<file path="config.mk">
export PLATFORM = sky130hd
export DESIGN_NAME = vparity_guard
export DESIGN_NICKNAME = d
export VERILOG_FILES = /design/src/rtl/vpg_pkg.sv /design/src/rtl/vpg_par_calc.sv /design/src/rtl/vpg_tx_stage.sv /design/src/rtl/vpg_err_count.sv /design/src/rtl/vparity_guard.sv
export SDC_FILE = /design/constraint.sdc
export NUM_CORES = 1
export LEC_CHECK = 0
export CORE_MARGIN = 8
export CORE_UTILIZATION = 40
export CTS_CLUSTER_SIZE = 20
export DETAILED_ROUTE_END_ITERATION = 10
export PLACE_DENSITY = 0.75
export SLEW_MARGIN = 10
export SYNTH_ARGS = -nofsm -noshare
export SYNTH_HDL_FRONTEND = slang
export SYNTH_HIERARCHICAL = 1
export SYNTH_SLANG_ARGS = --single-unit
</file>
<file path="constraint.sdc">
create_clock -name clk -period 3.8 [get_ports clk]
set_clock_uncertainty 0.15 [all_clocks]
set_input_delay 0.38 -clock clk [delete_from_list [all_inputs] [get_ports clk]]
set_output_delay 0.38 -clock clk [all_outputs]
set_load 0.02 [all_outputs]
</file>
<file path="src/rtl/vpg_pkg.sv">
// Shared constants and types for the video word parity guard.
package vpg_pkg;
    // Widest word for which parity may be enabled.
    localparam int unsigned PAR_LIMIT_W = 16;

    // Parity pair as carried above the data bits: hi at the top.
    typedef struct packed {
        logic hi;
        logic lo;
    } par_pair_t;
endpackage

</file>
<file path="src/rtl/vpg_par_calc.sv">
// Combinational even-parity pair over a word of configurable width.
// Assumes width <= MAX_W when the result is used; bits at or above
// width are excluded. lo covers bits [0, width/2), hi covers
// bits [width/2, width).
module vpg_par_calc
    import vpg_pkg::*;
#(
    parameter int MAX_W = 24,
    parameter int WW    = 5
) (
    input  logic [MAX_W-1:0] word,
    input  logic [WW-1:0]    width,
    output par_pair_t        par
);
    logic [WW-1:0] half;

    // Split point and per-half XOR reduction.
    always_comb begin
        half   = width >> 1;
        par.lo = 1'b0;
        par.hi = 1'b0;
        for (int i = 0; i < MAX_W; i++) begin
            if (WW'(i) < half)
                par.lo = par.lo ^ word[i];
            else if (WW'(i) < width)
                par.hi = par.hi ^ word[i];
        end
    end
endmodule

</file>
<file path="src/rtl/vpg_tx_stage.sv">
// Transmit register stage: latches a valid word and appends the parity
// pair (or zeros when parity is inactive). Assumes par is computed
// from tx_word in the same cycle.
module vpg_tx_stage
    import vpg_pkg::*;
#(
    parameter int MAX_W = 24
) (
    input  logic             clk,
    input  logic             rst_n,
    input  logic             active,
    input  logic             tx_valid,
    input  logic [MAX_W-1:0] tx_word,
    input  par_pair_t        par,
    output logic [MAX_W+1:0] tx_ext,
    output logic             tx_ext_vld
);
    // Latch the extended word on each valid cycle, flag it for one cycle.
    always_ff @(posedge clk) begin
        if (!rst_n) begin
            tx_ext     <= '0;
            tx_ext_vld <= 1'b0;
        end else begin
            tx_ext_vld <= tx_valid;
            if (tx_valid)
                tx_ext <= active ? {par, tx_word} : {2'b00, tx_word};
        end
    end
endmodule

</file>
<file path="src/rtl/vpg_err_count.sv">
// Saturating parity error counter with a registered threshold alarm.
// Assumes err_pulse is already qualified by valid and parity-active.
// The clear strobe wins over a coincident error and releases the alarm.
module vpg_err_count #(
    parameter int CNT_W = 16
) (
    input  logic             clk,
    input  logic             rst_n,
    input  logic             err_pulse,
    input  logic             clr,
    input  logic [CNT_W-1:0] thresh,
    output logic [CNT_W-1:0] cnt,
    output logic             err_n
);
    localparam logic [CNT_W-1:0] CNT_MAX = '1;

    // Count mismatched words, stopping at the top value.
    always_ff @(posedge clk) begin
        if (!rst_n)
            cnt <= '0;
        else if (clr)
            cnt <= '0;
        else if (err_pulse && cnt != CNT_MAX)
            cnt <= cnt + 1'b1;
    end

    // Alarm follows the counter one edge later.
    always_ff @(posedge clk) begin
        if (!rst_n)
            err_n <= 1'b1;
        else if (clr)
            err_n <= 1'b1;
        else
            err_n <= !(cnt > thresh);
    end
endmodule

</file>
<file path="src/rtl/vparity_guard.sv">
// Video word parity guard: two-bit parity insertion on transmit,
// recheck, error counting and threshold alarm on receive.
// Assumes a single clock domain and a synchronous active-low reset.
module vparity_guard
    import vpg_pkg::*;
#(
    parameter  int MAX_W = 24,
    parameter  int CNT_W = 16,
    localparam int WW    = $clog2(MAX_W + 1)
) (
    input  logic             clk,
    input  logic             rst_n,
    input  logic             par_en,
    input  logic [WW-1:0]    word_width,
    input  logic             tx_valid,
    input  logic [MAX_W-1:0] tx_word,
    output logic [MAX_W+1:0] tx_ext,
    output logic             tx_ext_vld,
    input  logic             rx_valid,
    input  logic [MAX_W+1:0] rx_ext,
    input  logic [CNT_W-1:0] err_thresh,
    input  logic             err_clr,
    output logic [CNT_W-1:0] err_cnt,
    output logic             err_n
);
    localparam int LIM_W = (MAX_W < int'(PAR_LIMIT_W)) ? MAX_W : int'(PAR_LIMIT_W);

    logic      active;
    logic      rx_bad;
    par_pair_t tx_par;
    par_pair_t rx_par;
    par_pair_t rx_got;

    // Parity applies only for an enabled, supported word width.
    always_comb begin
        active = par_en && (word_width != '0) && (word_width <= WW'(LIM_W));
    end

    vpg_par_calc #(.MAX_W(MAX_W), .WW(WW)) u_tx_calc (
        .word  (tx_word),
        .width (word_width),
        .par   (tx_par)
    );

    vpg_par_calc #(.MAX_W(MAX_W), .WW(WW)) u_rx_calc (
        .word  (rx_ext[MAX_W-1:0]),
        .width (word_width),
        .par   (rx_par)
    );

    // Qualify a receive mismatch on either parity bit.
    always_comb begin
        rx_got = rx_ext[MAX_W+1:MAX_W];
        rx_bad = rx_valid && active && (rx_got != rx_par);
    end

    vpg_tx_stage #(.MAX_W(MAX_W)) u_tx (
        .clk        (clk),
        .rst_n      (rst_n),
        .active     (active),
        .tx_valid   (tx_valid),
        .tx_word    (tx_word),
        .par        (tx_par),
        .tx_ext     (tx_ext),
        .tx_ext_vld (tx_ext_vld)
    );

    vpg_err_count #(.CNT_W(CNT_W)) u_cnt (
        .clk       (clk),
        .rst_n     (rst_n),
        .err_pulse (rx_bad),
        .clr       (err_clr),
        .thresh    (err_thresh),
        .cnt       (err_cnt),
        .err_n     (err_n)
    );
endmodule

</file>
# Word level (Yosys, flattened, before mapping)
# Cells that the tools add are included.
# classes
n_mux	145
eq_ne	2
n_reduce_logical	8
add_sub_neg	1
n_bitwise	93
order_cmp	50
# op_table
cell	n
two-way mux 1 bit	144
XOR 1 bit	92
less-than comparator 4 x 5 -> 1 bit, first input constant	8
less-than comparator 5 x 4 -> 1 bit, first input constant	8
less-than comparator 5 bit, first input constant	8
less-than comparator 4 bit, first input constant	8
two-way mux 26 bit	1
less-than comparator 3 x 5 -> 1 bit, first input constant	4
adder 16 x 1 -> 16 bit, second input constant	1
> comparator 16 bit	1
less-than comparator 3 x 4 -> 1 bit, first input constant	4
inequality test 16 bit, second input constant	1
less-than comparator 1 x 5 -> 1 bit, first input constant	2
less-than comparator 2 x 5 -> 1 bit, first input constant	2
less-than comparator 1 x 4 -> 1 bit, first input constant	2
less-than comparator 2 x 4 -> 1 bit, first input constant	2
<= comparator 5 bit, second input constant	1
logical AND 1 bit	5
nonzero test 5 bit	1
inequality test 2 bit	1
OR reduction 2 bit	1
logical NOT 1 bit	1
inverter 1 bit	1
# totals
in_bits	77
register_bits	44
wordCells	303
output_inout_bits	44

# Depth between registers and ports, before layout
# logic_depth
depth_word	75
depth_mapped	17
depth_no_buf	14

# Hierarchy
# Netlist, hierarchy kept.
# by_module_without_submodules
mod	seq_area_each_um2	cells_each	n_inst	area_per_inst_um2
vpg_par_calc	0.0	138	2	954.7
vpg_err_count	340.3	152	1	1214.9
vpg_tx_stage	540.5	88	1	1021.0
vparity_guard	0.0	6	1	56.3

# Least setup slack after synthesis
# OpenSTA, ideal clock, no wires.
# synth_timing
kind	input to register
start	input port word_width[2]
end	register u_cnt.cnt[5]
arrival_ns	3.302
setup_ns	0.116
setup_slack_ns	0.232
path_buffers	3
stages	15
t_required_ns	3.534
path_cell_list	buf_4 buf_4 buf_4 a221oi_2 mux2i_1 o31ai_2 xnor2_1 xnor3_1 xor2_1 o2111a_1 and4_1 nand2_1 a31oi_1 a21oi_1 a31o_2
# synth_lines
item	line_no	source
start, declared	vparity_guard.sv:14	input logic [WW-1:0] word_width,
end signal, assigned	vpg_err_count.sv:24	cnt <= cnt + 1'b1;
end, declared	vpg_err_count.sv:12	output logic [CNT_W-1:0] cnt,

==> results.toml <==
[clocking]
clk_pin_slew_ns = 0.08
cts-root-buf = "clkbuf_8"
cts_buffers = 5
post_cts_buffers = 0
htree_levels = 2
worst_skew_pair.late_latency_ns = 0.29
tritoncts = "done"
cts.sinks = 44
ctsLongestPathBuffers = 2

[placement]
placed_area_um2 = 5660
gp_congestion = 0.827
portBuffers = 120
dp_hpwl_um = 9940

[synth]
synthCells = 522
ys_seq_area_frac = 0.210
ys_ff_latch = 44
netlist_area_um2 = 4200
synth-edff-count = 0
synth.distinct_cells = 61
postSynth.asyncResetShare = 0
syn_avg_cell_area_um2 = 8.05
synth-main-ff-cell = "dfxtp_1"
syn_nets = 616
yosysWarnings = 6

[sta]
tns_ns = 0
finalSetupViolCount = 0
tightest_slew_ns = 0.581
final.period_utilization = 0.955
max_slew_margin = 0.613
fmax_ghz = 0.275
post-route-min-period_ns = 3.63
hold_viol = 0
rsz0062_at_grt = "false"
drv_slew = 0

[setup_path]
slowest_stage = "xnor3_1"
crit_arrival_ns = 3.67
r2r_end = "u_cnt/cnt[7]$_SDFFE_PP0P_"
rr_worst_depth = 6
cp_common_cell = "buf_4"
rrSetupSlack_ns = 1.80
cpLargestDelayFamily = "compound AO/OA/AOI/OAI gates"
crit_type = "in2reg"
reg2reg_from = "u_cnt/cnt[1]$_SDFFE_PP0P_"
critPathMaxStageDelay_ns = 0.37
cp.required_ns = 3.84
cp-end-kind = "flop"
worstSetupStartpointType = "input port"
path_cells = "dlygate4sd2_1, buf_4, nand2_1, a31oi_1, a221oi_2, mux2i_1, o31ai_2, xnor2_1, xnor3_1, xor2_1, o2111a_1, and4_4, nand4_1, buf_4, nor2_2, nand3_1, o211a_1"
crit_fanout = 5
crit_buf_inv = 3

[power_and_ir_drop]
p_sw_uw = 434
p_clk_frac = 0.253
p_leak_uw = 0.00235
p_comb_frac = 0.401
power_density_nw_per_um2 = 242
irDropWorstVdd_mv = 0.208
p_int_uw = 975
p_seq_frac = 0.346
p_sw_frac = 0.308

[min_path]
holdPathStages = 2
holdCritPathClass = "reg2reg"
hold_end = "u_tx/tx_ext[25]$_SDFFE_PN0P_"
hold_start = "u_tx/tx_ext[25]$_SDFFE_PN0P_"

[route]
routed_wl_um = 12800
num_vias = 4303
drc = 0
first_pass_iters = 5
drt_iter0_drc = 227
vias_per_cell = 5.39
wl_per_cell_um = 16.1
ant_nets = 0

[layout]
antenna_cells = 0
syn_to_final_growth_pct = 38.8
drive_above_1_share = 0.144
final_common_cell = "clkdlybuf4s50_1"
seq_area_um2 = 881
multiInputGateArea_um2 = 3070
fillers = 983
nets = 755
mostFrequentLayoutCells = "clkdlybuf4s50_1, dfxtp_1, buf_4"
finalInstanceArea_um2 = 5830

[global_routing]
grtUsageTotal = 0.173
grt-ovfl-total = 0
antenna_found_initial = 0
grt_pass1_vias = 4239
grt_pass1_wl_um = 20700
grt_max_degree = 32

[floorplan]
ios = 121
die_x_um = 118
die_h_um = 118
core_area_um2 = 10300
initial_core_util = 0.409
die_area_um2 = 14000
rows = 37

[job]
drv_cap = 0

[status]
status = "finished clean"
-- synthesized netlist by cell type (10+ instances only) --
cell / number / share of area
a21oi_1: 29 / 0.035
a31oi_1: 12 / 0.018
buf_4: 10 / 0.018
dfxtp_1: 44 / 0.21
ha_1: 17 / 0.051
inv_1: 19 / 0.017
mux2i_1: 28 / 0.067
nand2_1: 36 / 0.032
nand3_1: 25 / 0.030
nor2_1: 32 / 0.029
nor2b_1: 34 / 0.051
nor3_1: 15 / 0.018
o21ai_0: 25 / 0.030
o21ai_1: 10 / 0.012
xnor2_1: 36 / 0.075
xor2_1: 16 / 0.033
-- worst max-delay path by stage --
stage,from,cells after the start,endpoint
CTS,word_width[1],17,u_cnt/cnt[9]$_SDFFE_PP0P_
floorplan,word_width[2],15,u_cnt/cnt[5]$_SDFFE_PP0P_
detailed placement,word_width[1],16,u_cnt/cnt[7]$_SDFFE_PP0P_
finish,word_width[0],17,u_cnt/cnt[15]$_SDFFE_PP0P_
global route,word_width[1],17,u_cnt/cnt[9]$_SDFFE_PP0P_
global placement,word_width[1],16,u_cnt/cnt[13]$_SDFFE_PP0P_
-- registers in the layout, indices dropped and copies added (netlist names) --
| register | flops |
|---|---|
| u_tx/tx_ext | 26 |
| u_cnt/cnt | 16 |
| u_cnt/err_n | 1 |
| u_tx/tx_ext_vld | 1 |
-- layout make-up --
type                            instances  area share
Inverter                               23      0.0157
Clock inverter                          2     0.00601
Tap cell                              136      0.0292
Multi-Input combinational cell        424       0.526
Timing Repair Buffer                  163       0.260
Sequential cell                        44       0.151
Clock buffer                            6      0.0124
-- power by group through the flow --
stage / clock [µW] / combinational [µW] / sequential, µW
2_1_floorplan: 0 / 325 / 520
3_3_place_gp: 0 / 546 / 498
3_5_place_dp: 0 / 558 / 499
4_1_cts: 368 / 560 / 488
5_1_grt: 382 / 609 / 490
6_report: 357 / 565 / 488
-- cells by family after synthesis --
| kind of cell | count (synthesis) | share of synthesized area |
|---|---|---|
| buffers and inverters | 54 | 0.0736 |
| XOR/XNOR | 56 | 0.130 |
| flip-flops | 44 | 0.210 |
| AO/OA/AOI/OAI | 129 | 0.217 |
| AND/OR/NAND/NOR | 194 | 0.252 |
| adder cells (fa/ha/maj) | 17 | 0.0506 |
| multiplexers | 28 | 0.0667 |
-- per-stage QoR --
stage	hold slack (ns)	worst slack (ns)	utilization	power [µW]	instances
2_1_floorplan	0.395	0.232	-	845	522
3_3_place_gp	0.318	-0.286	0.551	1040	790
3_5_place_dp	0.320	-0.376	0.551	1060	790
4_1_cts	0.338	0.139	0.562	1420	798
5_1_grt	0.371	0.0147	0.567	1480	798
6_report	0.329	0.169	0.567	1410	798
-- repair_timing --
action                                  in CTS  in global routing
resized for setup                            8                 14
endpoints found under the setup margin      10                 11
pin swaps                                    9                 15
hold buffers                                 0                  0
-- layer usage --
metal,share of wire,up-vias,global-route usage,wire length [µm]
met3,0.053,10,0.0362,678
met1,0.43,2027,0.201,5500
met4,0.0092,0,0.0419,118
li1,-,2148,-,-
met2,0.51,118,0.317,6520
met5,0,-,0,0
-- worst reg2reg max path, stage by stage (launching register included) --
cell,delay [ns]
dfxtp_1,0.41
ha_1,0.28
nand3_1,0.20
nor2_1,0.30
a31oi_2,0.17
buf_4,0.17
a31o_2,0.22
Power figures use the tool's default switching activity.
